==> src/rtl/pm_evt_pkg.sv <==
package pm_evt_pkg;
  localparam int unsigned TMR_B = 0;
  localparam int unsigned GBL_B = 5;
  localparam int unsigned PB_B  = 8;
  localparam int unsigned RTC_B = 10;
  localparam int unsigned RSM_B = 15;

  localparam logic [15:0] SCI_MASK = 16'h0521;
  localparam logic [15:0] STS_MASK = SCI_MASK | 16'h8000;

  localparam int unsigned WIN_BITS = 6;
  localparam logic [WIN_BITS-1:0] OFF_STS = 6'd0;
  localparam logic [WIN_BITS-1:0] OFF_EN  = 6'd2;
  localparam logic [WIN_BITS-1:0] OFF_CTL = 6'd4;
  localparam logic [WIN_BITS-1:0] OFF_TMR = 6'd8;

  typedef struct packed {
    logic sts;
    logic en;
    logic ctl;
    logic tmr;
  } reg_sel_t;
endpackage

==> src/rtl/pm_tmr_cnt.sv <==
module pm_tmr_cnt #(
  parameter int unsigned TMR_W = 24
) (
  input  logic             clk_i,
  input  logic             rst_ni,
  input  logic             tick_i,
  output logic [TMR_W-1:0] cnt_o,
  output logic             ovf_o
);
  logic [TMR_W-1:0] cnt_q;

  always_ff @(posedge clk_i or negedge rst_ni) begin
    if (!rst_ni) cnt_q <= '0;
    else if (tick_i) cnt_q <= cnt_q + 1'b1;
  end

  // the next tick flips the top bit
  assign ovf_o = tick_i & (&cnt_q[TMR_W-2:0]);
  assign cnt_o = cnt_q;

  a_r2_tick_step: assert property (@(posedge clk_i) disable iff (!rst_ni)
    tick_i |=> cnt_q == $past(cnt_q) + 1'b1);
  a_r2_hold: assert property (@(posedge clk_i) disable iff (!rst_ni)
    !tick_i |=> $stable(cnt_q));
  a_r3_ovf_on_toggle: assert property (@(posedge clk_i) disable iff (!rst_ni)
    ovf_o |=> cnt_q[TMR_W-1] != $past(cnt_q[TMR_W-1]));
  a_r3_no_stray_toggle: assert property (@(posedge clk_i) disable iff (!rst_ni)
    !ovf_o |=> cnt_q[TMR_W-1] == $past(cnt_q[TMR_W-1]));
endmodule

==> src/rtl/pm_io_dec.sv <==
module pm_io_dec
  import pm_evt_pkg::*;
#(
  parameter int unsigned AW = 16
) (
  input  logic          clk_i,
  input  logic          rst_ni,
  input  logic [AW-1:0] addr_i,
  input  logic [AW-1:0] base_i,
  input  logic          dec_en_i,
  input  logic          wr_i,
  input  logic          rd_i,
  output logic          hit_o,
  output reg_sel_t      wr_sel_o,
  output reg_sel_t      rd_sel_o
);
  localparam logic [AW-1:0] WIN_MASK = {{(AW-WIN_BITS){1'b1}}, {WIN_BITS{1'b0}}};

  logic [WIN_BITS-1:0] off;
  reg_sel_t            sel;

  assign off   = addr_i[WIN_BITS-1:0];
  assign hit_o = dec_en_i && ((addr_i & WIN_MASK) == (base_i & WIN_MASK));

  always_comb begin
    sel = '0;
    unique case (off)
      OFF_STS: sel.sts = 1'b1;
      OFF_EN:  sel.en  = 1'b1;
      OFF_CTL: sel.ctl = 1'b1;
      OFF_TMR: sel.tmr = 1'b1;
      default: sel = '0;
    endcase
  end

  assign wr_sel_o = (hit_o && wr_i) ? sel : '0;
  assign rd_sel_o = (hit_o && rd_i) ? sel : '0;

  a_r8_off_no_hit: assert property (@(posedge clk_i) disable iff (!rst_ni)
    !dec_en_i |-> (wr_sel_o == '0) && (rd_sel_o == '0));
  a_r8_one_target: assert property (@(posedge clk_i) disable iff (!rst_ni)
    $onehot0(wr_sel_o));
endmodule

==> src/rtl/pm_evt_regs.sv <==
module pm_evt_regs
  import pm_evt_pkg::*;
(
  input  logic        clk_i,
  input  logic        rst_ni,
  input  reg_sel_t    wr_sel_i,
  input  logic [15:0] wdata_i,
  input  logic        ovf_i,
  input  logic        gbl_i,
  input  logic        rtc_i,
  input  logic        rsm_i,
  input  logic        pwrbtn_i,
  output logic [15:0] sts_o,
  output logic [15:0] en_o,
  output logic [15:0] ctl_o,
  output logic        sci_o,
  output logic        shutdown_o
);
  logic [15:0] sts_q, en_q, ctl_q;
  logic [15:0] set_v, clr_v;
  logic        shut_q;

  always_comb begin
    set_v        = '0;
    set_v[TMR_B] = ovf_i;
    set_v[GBL_B] = gbl_i;
    set_v[PB_B]  = pwrbtn_i & en_q[PB_B];
    set_v[RTC_B] = rtc_i;
    set_v[RSM_B] = rsm_i;
    clr_v        = wr_sel_i.sts ? wdata_i : '0;
  end

  always_ff @(posedge clk_i or negedge rst_ni) begin
    if (!rst_ni) begin
      sts_q  <= '0;
      en_q   <= '0;
      ctl_q  <= '0;
      shut_q <= 1'b0;
    end else begin
      // set wins over a same-cycle clear
      sts_q  <= ((sts_q & ~clr_v) | set_v) & STS_MASK;
      shut_q <= pwrbtn_i & ~en_q[PB_B];
      if (wr_sel_i.en)  en_q  <= wdata_i & SCI_MASK;
      if (wr_sel_i.ctl) ctl_q <= wdata_i;
    end
  end

  assign sts_o      = sts_q;
  assign en_o       = en_q;
  assign ctl_o      = ctl_q;
  assign shutdown_o = shut_q;
  assign sci_o      = |(sts_q & en_q & SCI_MASK);

  a_r4_w1c_tmr: assert property (@(posedge clk_i) disable iff (!rst_ni)
    (wr_sel_i.sts && wdata_i[TMR_B] && !ovf_i) |=> !sts_q[TMR_B]);
  a_r4_set_wins: assert property (@(posedge clk_i) disable iff (!rst_ni)
    gbl_i |=> sts_q[GBL_B]);
  a_r6_resume_quiet: assert property (@(posedge clk_i) disable iff (!rst_ni)
    ((sts_q & ~(16'h1 << RSM_B)) == '0) |-> !sci_o);
  a_r7_exclusive: assert property (@(posedge clk_i) disable iff (!rst_ni)
    shutdown_o |-> !$rose(sts_q[PB_B]));
  a_r5_en_bits: assert property (@(posedge clk_i) disable iff (!rst_ni)
    (en_q & ~SCI_MASK) == '0);
endmodule

==> src/rtl/pm_evt_timer.sv <==
module pm_evt_timer
  import pm_evt_pkg::*;
#(
  parameter int unsigned TMR_W = 24,
  parameter int unsigned AW    = 16,
  parameter int unsigned RD_W  = 32
) (
  input  logic            clk_i,
  input  logic            rst_ni,
  input  logic            tick_i,
  input  logic [AW-1:0]   io_base_i,
  input  logic            io_dec_en_i,
  input  logic [AW-1:0]   io_addr_i,
  input  logic            io_wr_i,
  input  logic            io_rd_i,
  input  logic [15:0]     io_wdata_i,
  output logic [RD_W-1:0] io_rdata_o,
  output logic            io_rvalid_o,
  input  logic            gbl_evt_i,
  input  logic            rtc_evt_i,
  input  logic            rsm_evt_i,
  input  logic            pwrbtn_i,
  output logic            sci_o,
  output logic            shutdown_req_o
);
  logic [TMR_W-1:0] cnt;
  logic             ovf, hit;
  reg_sel_t         wr_sel, rd_sel;
  logic [15:0]      sts, en, ctl;
  logic [RD_W-1:0]  rd_mux, rdata_q;
  logic             rvalid_q;

  pm_tmr_cnt #(.TMR_W(TMR_W)) u_cnt (
    .clk_i, .rst_ni, .tick_i, .cnt_o(cnt), .ovf_o(ovf)
  );

  pm_io_dec #(.AW(AW)) u_dec (
    .clk_i, .rst_ni,
    .addr_i(io_addr_i), .base_i(io_base_i), .dec_en_i(io_dec_en_i),
    .wr_i(io_wr_i), .rd_i(io_rd_i),
    .hit_o(hit), .wr_sel_o(wr_sel), .rd_sel_o(rd_sel)
  );

  pm_evt_regs u_regs (
    .clk_i, .rst_ni,
    .wr_sel_i(wr_sel), .wdata_i(io_wdata_i),
    .ovf_i(ovf), .gbl_i(gbl_evt_i), .rtc_i(rtc_evt_i), .rsm_i(rsm_evt_i),
    .pwrbtn_i(pwrbtn_i),
    .sts_o(sts), .en_o(en), .ctl_o(ctl),
    .sci_o(sci_o), .shutdown_o(shutdown_req_o)
  );

  always_comb begin
    rd_mux = '0;
    if (rd_sel.sts) rd_mux = RD_W'(sts);
    if (rd_sel.en)  rd_mux = RD_W'(en);
    if (rd_sel.ctl) rd_mux = RD_W'(ctl);
    if (rd_sel.tmr) rd_mux = RD_W'(cnt);
  end

  always_ff @(posedge clk_i or negedge rst_ni) begin
    if (!rst_ni) begin
      rdata_q  <= '0;
      rvalid_q <= 1'b0;
    end else begin
      rvalid_q <= io_rd_i && hit;
      if (io_rd_i && hit) rdata_q <= rd_mux;
    end
  end

  assign io_rdata_o  = rdata_q;
  assign io_rvalid_o = rvalid_q;

  a_r11_rvalid_follows_rd: assert property (@(posedge clk_i) disable iff (!rst_ni)
    io_rvalid_o |-> $past(io_rd_i) && $past(io_dec_en_i));
  a_r2_tmr_width: assert property (@(posedge clk_i) disable iff (!rst_ni)
    (io_rvalid_o && $past(rd_sel.tmr)) |-> (io_rdata_o >> TMR_W) == '0);
endmodule

==> config.mk <==
export PLATFORM = sky130hd
export DESIGN_NAME = pm_evt_timer
export DESIGN_NICKNAME = d
export VERILOG_FILES = /design/src/rtl/pm_evt_pkg.sv /design/src/rtl/pm_tmr_cnt.sv /design/src/rtl/pm_io_dec.sv /design/src/rtl/pm_evt_regs.sv /design/src/rtl/pm_evt_timer.sv
export SDC_FILE = /design/constraint.sdc
export NUM_CORES = 1
export LEC_CHECK = 0
export ABC_CLOCK_PERIOD_IN_PS = 2540
export CORE_MARGIN = 2
export CORE_UTILIZATION = 50
export CTS_CLUSTER_DIAMETER = 40
export DETAILED_ROUTE_END_ITERATION = 8
export PLACE_DENSITY_LB_ADDON = 0.3
export SLEW_MARGIN = 20
export SYNTH_ARGS = -nofsm -noshare
export SYNTH_HDL_FRONTEND = slang
export SYNTH_SLANG_ARGS = --single-unit
==> constraint.sdc <==
create_clock -name clk_i -period 2.54 [get_ports clk_i]
set_input_delay 0.508 -clock clk_i [delete_from_list [all_inputs] [get_ports clk_i]]
set_output_delay 0.508 -clock clk_i [all_outputs]
set_load 0.02 [all_outputs]
==> Yosys cells after proc, flatten, opt, wreduce, memory -nomap -nowiden <==
Index checks and enable logic that the tools add are counted.
{ "totals": {"mem_bits_ro": 0, "latchBits": 0, "register_bits": 83, "inputBits": 58, "mem_count": 0, "ramBits": 0, "output_inout_bits": 35, "wordCells": 37} }
{ "classes": {"n_eq_ne": 4, "magnitude_cmp": 0, "mul": 0, "muxes": 11, "n_reduce_logical": 6, "n_bitwise": 8, "div_mod_pow": 0, "addsub": 1, "shifts": 0} }
{ "ops": {"columns": ["cell", "n"], "rows": [
  ["32-bit two-way mux", 2],
  ["16-bit two-way mux", 3],
  ["24-bit by 1-bit adder with 24-bit output (second input constant)", 1],
  ["23-bit AND reduction", 1],
  ["16-bit bitwise AND", 1],
  ["16-bit NOT", 1],
  ["16-bit OR", 1],
  ["11-bit bitwise AND", 1],
  ["10-bit equality test", 1],
  ["4-bit two-way mux", 2],
  ["6-bit by 2-bit equality test with 1-bit output (second input constant)", 1],
  ["6-bit by 3-bit equality test with 1-bit output (second input constant)", 1],
  ["6-bit by 4-bit equality test with 1-bit output (second input constant)", 1],
  ["6-bit zero test", 1],
  ["1-bit two-way mux", 4],
  ["4-bit OR reduction", 1],
  ["1-bit bitwise AND", 3],
  ["1-bit logical AND", 3],
  ["1-bit NOT", 1]
]} }

==> Logic depth before layout (Yosys ltp) <==
Gate-level depths: netlist (run 1).
{ "logic_depth": {"ltp_word": 8, "depth_mapped": 7, "depth_no_buf": 6} }

==> Modules after synthesis <==
From an unflattened synthesis (run 1), not the netlist that was laid out.
{ "hier_totals": {"hier_cells": 359, "hier_area_um2": 3892.5} }
{ "modules_own_cells": {"columns": ["mod", "seq_area_each_um2", "n_inst", "cells_each", "area_each_um2"], "rows": [
  ["pm_evt_timer", 625.6, 1, 141, 1367.6],
  ["pm_evt_regs", 650.6, 1, 86, 1203.7],
  ["pm_tmr_cnt", 600.6, 1, 97, 1083.5],
  ["pm_io_dec", 0.0, 1, 35, 237.7]
]} }

==> Worst setup path before layout (run 1) <==
Ideal clock, no wire load.
{ "synth_path": {"path_kind": "input to register", "startpoint": "input io_base_i[6]", "endpoint": "register rdata_q[10], in the netlist io_rdata_o[10]", "n_path_buf": 2, "arrival_time_ns": 1.778, "path_stages": 7, "setup_slack_ns": 0.630, "setup_time_ns": 0.132, "t_required_ns": 2.408, "cell_sequence": "xor2_1 -> nor4b_1 -> or4b_4 -> buf_6 -> buf_6 -> nand2_1 -> o21ai_1"} }
{ "synth_via": {"elab_chain_cells": 8} }
{ "synth_lines": {"columns": ["item", "line", "rtl"], "rows": [
  ["start, declared", "pm_evt_timer.sv:11", "input logic [AW-1:0] io_base_i,"],
  ["10-bit equality test (*)", "pm_io_dec.sv:23", "assign hit_o = dec_en_i && ((addr_i & WIN_MASK) == (base_i & WIN_MASK));"],
  ["1-bit logical AND (*)", "pm_io_dec.sv:23", null],
  ["1-bit logical AND (*)", "pm_io_dec.sv:37, pm_evt_timer.sv:67", null],
  ["4-bit two-way mux", "pm_io_dec.sv:37", "assign rd_sel_o = (hit_o && rd_i) ? sel : '0;"],
  ["16-bit two-way mux", "pm_evt_timer.sv:55", "if (rd_sel.sts) rd_mux = RD_W'(sts);"],
  ["16-bit two-way mux", "pm_evt_timer.sv:56", "if (rd_sel.en) rd_mux = RD_W'(en);"],
  ["32-bit two-way mux", "pm_evt_timer.sv:57", "if (rd_sel.ctl) rd_mux = RD_W'(ctl);"],
  ["32-bit two-way mux", "pm_evt_timer.sv:58", "if (rd_sel.tmr) rd_mux = RD_W'(cnt);"],
  ["end signal, assigned", "pm_evt_timer.sv:67", "if (io_rd_i && hit) rdata_q <= rd_mux;"],
  ["end, declared", "pm_evt_timer.sv:30", "logic [RD_W-1:0] rd_mux, rdata_q;"]
]} }
Every way passes the cells marked *; elsewhere a longest branch is shown, timed or not.
A chain may end at the register's enable or synchronous reset.

==> Worst setup path in the final report (run 1) <==
{ "layout_path": {"startpoint": "register u_regs.en_q[8], in the netlist u_regs.en_o[8]", "endpoint": "output sci_o"} }
{ "layout_via": {"elab_chain_cells": 2} }
{ "layout_lines": {"columns": ["item", "line", "rtl"], "rows": [
  ["start, declared", "pm_evt_regs.sv:19", "logic [15:0] sts_q, en_q, ctl_q;"],
  ["start signal, assigned", "pm_evt_regs.sv:43", "if (wr_sel_i.en) en_q <= wdata_i & SCI_MASK;"],
  ["11-bit bitwise AND", "pm_evt_regs.sv:52", "assign sci_o = |(sts_q & en_q & SCI_MASK);"],
  ["4-bit OR reduction", "pm_evt_regs.sv:52", null],
  ["end, declared", "pm_evt_timer.sv:23", "output logic sci_o,"]
]} }
Every way passes these cells.

==> qor.txt, run 1 <==
Pre-antenna DRT Iters = 5
Max-Slew Margin vs Limit = 0.3927
post-synthesis sequential area ratio = 0.5431
ANT cells = 0
status = completed
synthesized cell area = 0.003456 mm^2
top post-synthesis cells by area = dfrtp_1 (54%), xnor2_1 (5.3%), nand2_1 (4.7%)
share of layout cells above drive strength 1 = 0.1272
Power Total = 2.510 mW
design area = 0.004501 mm^2
pin count of the biggest net entering global routing = 76
Pleak = 1.964 nW
Max clock buf depth = 2
Seq cells post-synth = 75
WL/cell = 14.64 um
final hold vios = 0
Final Max Tran Viols = 0
Async SR Flop Fraction = 1.000
WHS = 0.2693 ns
Final period util = 0.8248
final WL = 6.926 mm
# setup viols final = 0
area occupied by multi-input gates = 0.001463 mm^2
Die H = 87.14 um
syn_area_per_cell = 11.41 um^2
placed cells = 457
YS warnings = 0
row count = 30
global-route wire length before repair = 11.75 mm
Synth Flop Type = dfrtp_1
Nets = 447
PwrDens = 557.6 mW/mm^2
final setup skew = 0.01395 ns
final std cells w/o fill = 473
max cap viols = 0
GP Congestion = 0.8228
via count = 2539
post-CTS sizing = 0
Hold Path Class = in -> async
Worst-Skew Late Latency = 0.36 ns
RSZ-0062 raised after global routing = false
# Post-CTS Setup Buffers = 0
total track usage = 0.2007
Worst EP arrival = 1.59 ns
dpl cell area = 0.004298 mm^2
Die W = 87.14 um
Avg Vias per Cell = 5.368
Ports = 93
Reg2Reg Setup Slack = 0.87 ns
min Tclk post-route = 2.095 ns
hold_buf cts = 0
Clock transition at path regs = 0.09 ns
DR DRC count = 0
FF/Latch Area = 0.001877 mm^2
startpoint types = flop
EDFF count, synth = 0
die area = 0.007593 mm^2
core box area = 0.006756 mm^2
worst path required time = 2.03 ns
FILL cells = 550
drt initial violations = 141
H-tree depth = 3
largest area contributor in the netlist = dfrtp_1
Setup CP Type = reg -> out
Setup crit end kind = output port
clk root buf = clkbuf_8
TNS Setup = 0 ns
Layout area overhead = 30.23%
placed wire-length estimate = 4.951 mm
total gr overflow = 0
critical path fanouts, max = 5
TritonCTS clock tree = done
Synth top area share = 0.5431
initial antenna violation count = 0
Cells after Synth = 303
fmax = 477.3 MHz
PortBufs = 78
post-synth cell types = 38
CTS Buf Count = 9
clock sink total = 75
post-route antenna net violation count = 0
Worst Tran Pin Value = 0.9110 ns
VDD IR max = 0.3677 mV
vias in the first global route = 2520
Initial Utilization = 0.5115
==> sequential cells by signal (all words and copies together) (netlist names) <==
| signal | count |
|---|---|
| io_rdata_o | 24 |
| u_cnt.cnt_o | 24 |
| u_regs.ctl_o | 16 |
| u_regs.sts_o | 5 |
| u_regs.en_o | 4 |
| io_rvalid_o | 1 |
| u_regs.shutdown_o | 1 |
==> cells in the mapped netlist (2+ instances only) <==
master and number:
mux2_4 10, inv_1 2, xnor2_1 21, nand3_1 12, nand4_1 13, nor2_1 8
buf_4 8, and3_1 2, and4_1 3, o21ai_0 4, nand2b_1 2, a221oi_1 4
mux2_2 11, buf_2 3, clkbuf_1 3, a22o_1 5, a22oi_1 13, xor2_1 11
nor3_1 5, nand2_1 43, a21o_1 4, and3b_1 3, o21ai_1 20, dfrtp_1 75
buf_6 4, nor4_1 2
==> layout by cell type (no fill, tap or decap), types with 2 or more instances in the layout <==
| cell | instances |
|---|---|
| and4_1 | 3 |
| and3_1 | 2 |
| and3b_1 | 3 |
| a22oi_1 | 13 |
| nand4_1 | 13 |
| dfrtp_1 | 75 |
| nand3_1 | 12 |
| a22o_1 | 5 |
| nor4_1 | 2 |
| a21o_1 | 4 |
| mux2_4 | 10 |
| inv_1 | 2 |
| xnor2_1 | 21 |
| clkinv_2 | 2 |
| conb_1 | 8 |
| buf_4 | 8 |
| clkbuf_8 | 10 |
| nor3_1 | 5 |
| o21ai_0 | 4 |
| xor2_1 | 11 |
| nor2_1 | 8 |
| clkdlybuf4s50_1 | 77 |
| clkinv_4 | 2 |
| o21ai_1 | 20 |
| mux2_2 | 11 |
| nand2b_1 | 2 |
| a221oi_1 | 4 |
| nand2_1 | 43 |
==> cell families after synthesis <==
logic type      Yosys count  synth area share
simple gates            100            0.1513
xor+xnor                 32           0.08110
buf+inv                  21           0.04127
flops                    75            0.5431
fa+ha+maj                 1          0.003620
mux                      21           0.07929
other cells               1          0.001085
compound gates           52           0.09920
==> power by group <==
group          switching [mW]  total [mW]  internal, mW
combinational           0.109       0.252         0.143
clock                   0.454       0.934         0.480
sequential             0.0754        1.32          1.25
==> worst max-delay path, stage by stage (launching register included) <==
cell and delay (ns):
dfrtp_1 0.43, a22oi_1 0.19, nand2_1 0.08, clkdlybuf4s50_1 0.54
==> stage by stage <==
stage | utilization | worst slack (ns)
floorplan | - | 0.6298
global route | 0.6661 | 0.3681
finish | 0.6661 | 0.4450
CTS | 0.6661 | 0.4240
detailed placement | 0.6361 | 0.1323
global placement | 0.6361 | 0.1611
==> metal layers <==
layer | wire length, um | up-vias | global-route usage
met5 | 0 | - | 0
met2 | 3245 | 71 | 0.3137
met3 | 268 | 18 | 0.03602
li1 | - | 1239 | -
met4 | 161 | 0 | 0.08811
met1 | 3250 | 1211 | 0.2756
==> worst paths after layout <==
path / depth (start not counted) / start / to
max in group asynchronous: 1 / rst_ni / u_regs.ctl_o[14]
setup reg to reg: 6 / u_cnt.cnt_o[0] / u_cnt.cnt_o[14]
setup / recovery: 3 / u_regs.en_o[8] / sci_o
hold reg to reg: 1 / u_cnt.cnt_o[23] / u_cnt.cnt_o[23]
min in group clk_i: 1 / u_cnt.cnt_o[23] / u_cnt.cnt_o[23]
hold / removal: 1 / rst_ni / io_rdata_o[20]
==> final cells by class <==
class	count	share of cell area
Timing Repair Buffer	86	0.1890
Tap cell	80	0.02224
Clock inverter	6	0.01446
Sequential cell	75	0.4170
Inverter	2	0.001668
Multi-Input combinational cell	214	0.3250
Clock buffer	10	0.03058
Power figures use the tool's default switching activity.
==> inputs of run 2 (changes only) <==
--- a/config.mk
+++ b/config.mk
@@ -5,9 +5,9 @@
 export SDC_FILE = /design/constraint.sdc
 export NUM_CORES = 1
 export LEC_CHECK = 0
-export ABC_CLOCK_PERIOD_IN_PS = 2540
+export ABC_CLOCK_PERIOD_IN_PS = 1700
 export CORE_MARGIN = 2
-export CORE_UTILIZATION = 50
+export CORE_UTILIZATION = 44
 export CTS_CLUSTER_DIAMETER = 40
 export DETAILED_ROUTE_END_ITERATION = 8
 export PLACE_DENSITY_LB_ADDON = 0.3
==> constraint.sdc (replaced) <==
create_clock -name clk_i -period 1.7 [get_ports clk_i]
set_input_delay 0.34 -clock clk_i [delete_from_list [all_inputs] [get_ports clk_i]]
set_output_delay 0.34 -clock clk_i [all_outputs]
set_load 0.02 [all_outputs]
==> qor.txt, run 2 (same netlist as run 1, synthesis figures left out) <==
TritonCTS clock tree = done
final setup skew = 0.01134 ns (-0.002607 ns)
RSZ-0062 raised after global routing = true
GP Congestion = 0.8148 (-0.97%)
share of layout cells above drive strength 1 = 0.3402 (+0.2130)
placed wire-length estimate = 5.520 mm (+11%)
Max clock buf depth = 2 (unchanged)
CTS Buf Count = 9 (unchanged)
CP Capture Point = io_rdata_o[4]
pin count of the biggest net entering global routing = 50 (-34%)
total track usage = 0.2237 (+0.02305)
Clock transition at path regs = 0.08 ns (about the same)
initial antenna violation count = 0 (unchanged)
Worst EP arrival = 1.94 ns (+0.35 ns)
status = completed
fin util = 0.6914 (+0.02529)
commonest non-fill, non-tap cell in the layout = dfrtp_1
Pre-antenna DRT Iters = 4 (-1)
Pleak = 2.612 nW (+33%)
# setup viols final = 0 (unchanged)
die area = 0.008579 mm^2 (+13%)
Hold Path Class = in -> reg
final setup margin = 0.004420 ns (-0.4406 ns)
total gr overflow = 0 (unchanged)
Setup crit end kind = flop
startpoint types = input pin
PortBufs = 78 (unchanged)
core box area = 0.007687 mm^2 (+14%)
Die W = 92.63 um (+6.3%)
via count = 2910 (+15%)
fmax = 589.8 MHz
clock sink total = 75 (unchanged)
Nets = 492 (+10%)
final WL = 9.464 mm (+37%)
Critical R2R Launch = u_cnt.cnt_o[0]
most frequent cells in the layout = dfrtp_1 (75), clkdlybuf4s50_1 (40), buf_4 (37)
H-tree depth = 3 (unchanged)
Reg2Reg Setup Slack = 0.07 ns (-0.80 ns)
drt initial violations = 137 (-2.8%)
cells on worst reg2reg path = 7 (+1)
Layout area overhead = 53.80%
vias in the first global route = 2972 (+18%)
Power Total = 4.242 mW (+69%)
ANT cells = 0 (unchanged)
clk root buf = clkbuf_8
Final Max Tran Viols = 0 (unchanged)
critical path fanouts, max = 6 (+1)
Initial Utilization = 0.4495 (-0.06194)
VDD IR max = 0.6224 mV (+69%)
min Tclk post-route = 1.696 ns
final hold vios = 0 (unchanged)
post-route antenna net violation count = 0 (unchanged)
global-route wire length before repair = 14.84 mm (+26%)
PwrDens = 798.2 mW/mm^2 (+43%)
worst path required time = 1.95 ns (-0.08 ns)
Worst-Skew Late Latency = 0.35 ns (about the same)
Die H = 92.63 um (+6.3%)
max cap viols = 0 (unchanged)
DR DRC count = 0 (unchanged)
pre-CTS WS = -0.5260 ns (-0.6583 ns)
Final period util = 0.9974
WHS = 0.3423 ns (+0.07296 ns)
worst r2r dst = u_cnt.cnt_o[20]
Avg Vias per Cell = 5.389 (+0.39%)
WL/cell = 17.53 um (+20%)
Setup CP Type = in -> reg
row count = 32 (+6.7%)
TNS Setup = 0 ns (unchanged)
worst setup path start = io_addr_i[10]
min-delay src = io_dec_en_i
Ports = 93 (unchanged)
run 2: cell type report:
type | instances | area, um^2
Fill cell | 559 | 2372
Sequential cell | 75 | 1877
Multi-Input combinational cell | 214 | 1687
Timing Repair Buffer | 131 | 1368
Clock buffer | 10 | 137.6
Tap cell | 102 | 127.6
Clock inverter | 6 | 111.4
Inverter | 2 | 7.507
run 2: critical path, stage by stage:
cell	delay [ns]
dlygate4sd2_1	0.26
xnor2_2	0.17
nand2_1	0.09
or4b_4	0.62
buf_8	0.18
clkbuf_16	0.17
nand2_2	0.05
o21ai_1	0.05
run 2: worst min path at each step:
stage | endpoint | slack [ns] | cells after the start
6_report | io_rvalid_o | 0.34 | 3
5_1_grt | io_rvalid_o | 0.35 | 3
4_1_cts | u_regs.ctl_o[3] | 0.44 | 2
3_3_place_gp | io_rdata_o[23] | 0.28 | 1
2_1_floorplan | io_rdata_o[0] | 0.04 | 0
3_5_place_dp | io_rdata_o[21] | 0.28 | 1
run 2: what timing repair did:
| item | CTS | global route |
|---|---|---|
| hold buffers | 1 | 0 |
| cloned | 5 | 2 |
| hold endpoints to repair | 26 | 0 |
| setup endpoints to repair | 45 | 57 |
| pin swaps | 10 | 20 |
| buffers inserted | 16 | 5 |
| resized for setup | 66 | 72 |
run 2: metal layers:
metal	up-vias	wire length (um)	part of all wire	GRT usage
met4	0	141	0.015	0.07230
met5	-	0	0	0
met2	88	4873	0.51	0.3741
li1	1334	-	-	-
met1	1475	4000	0.42	0.2930
met3	13	448	0.047	0.04638
run 2: power breakdown:
| part | internal, mW | leakage (nW) | switching (mW) |
|---|---|---|---|
| combinational | 0.314 | 1.48 | 0.247 |
| clock | 1.02 | 0.123 | 0.700 |
| sequential | 1.87 | 1.01 | 0.0977 |
| total | 3.20 | 2.61 | 1.04 |
run 2: stage by stage:
| step | area (um^2) | std cells |
|---|---|---|
| after floorplan | 3482 | 310 |
| after global placement | 4483 | 495 |
| after detailed placement | 4483 | 495 |
| after CTS | 5115 | 533 |
| after global routing | 5315 | 540 |
| final | 5315 | 540 |
==> inputs of run 3 (changes only) <==
--- a/config.mk
+++ b/config.mk
@@ -5,7 +5,6 @@
 export SDC_FILE = /design/constraint.sdc
 export NUM_CORES = 1
 export LEC_CHECK = 0
-export ABC_CLOCK_PERIOD_IN_PS = 1700
 export CORE_MARGIN = 2
 export CORE_UTILIZATION = 44
 export CTS_CLUSTER_DIAMETER = 40
==> results of run 3 <==
Same layout as run 2: the final DEF is identical, and so are final timing and power.
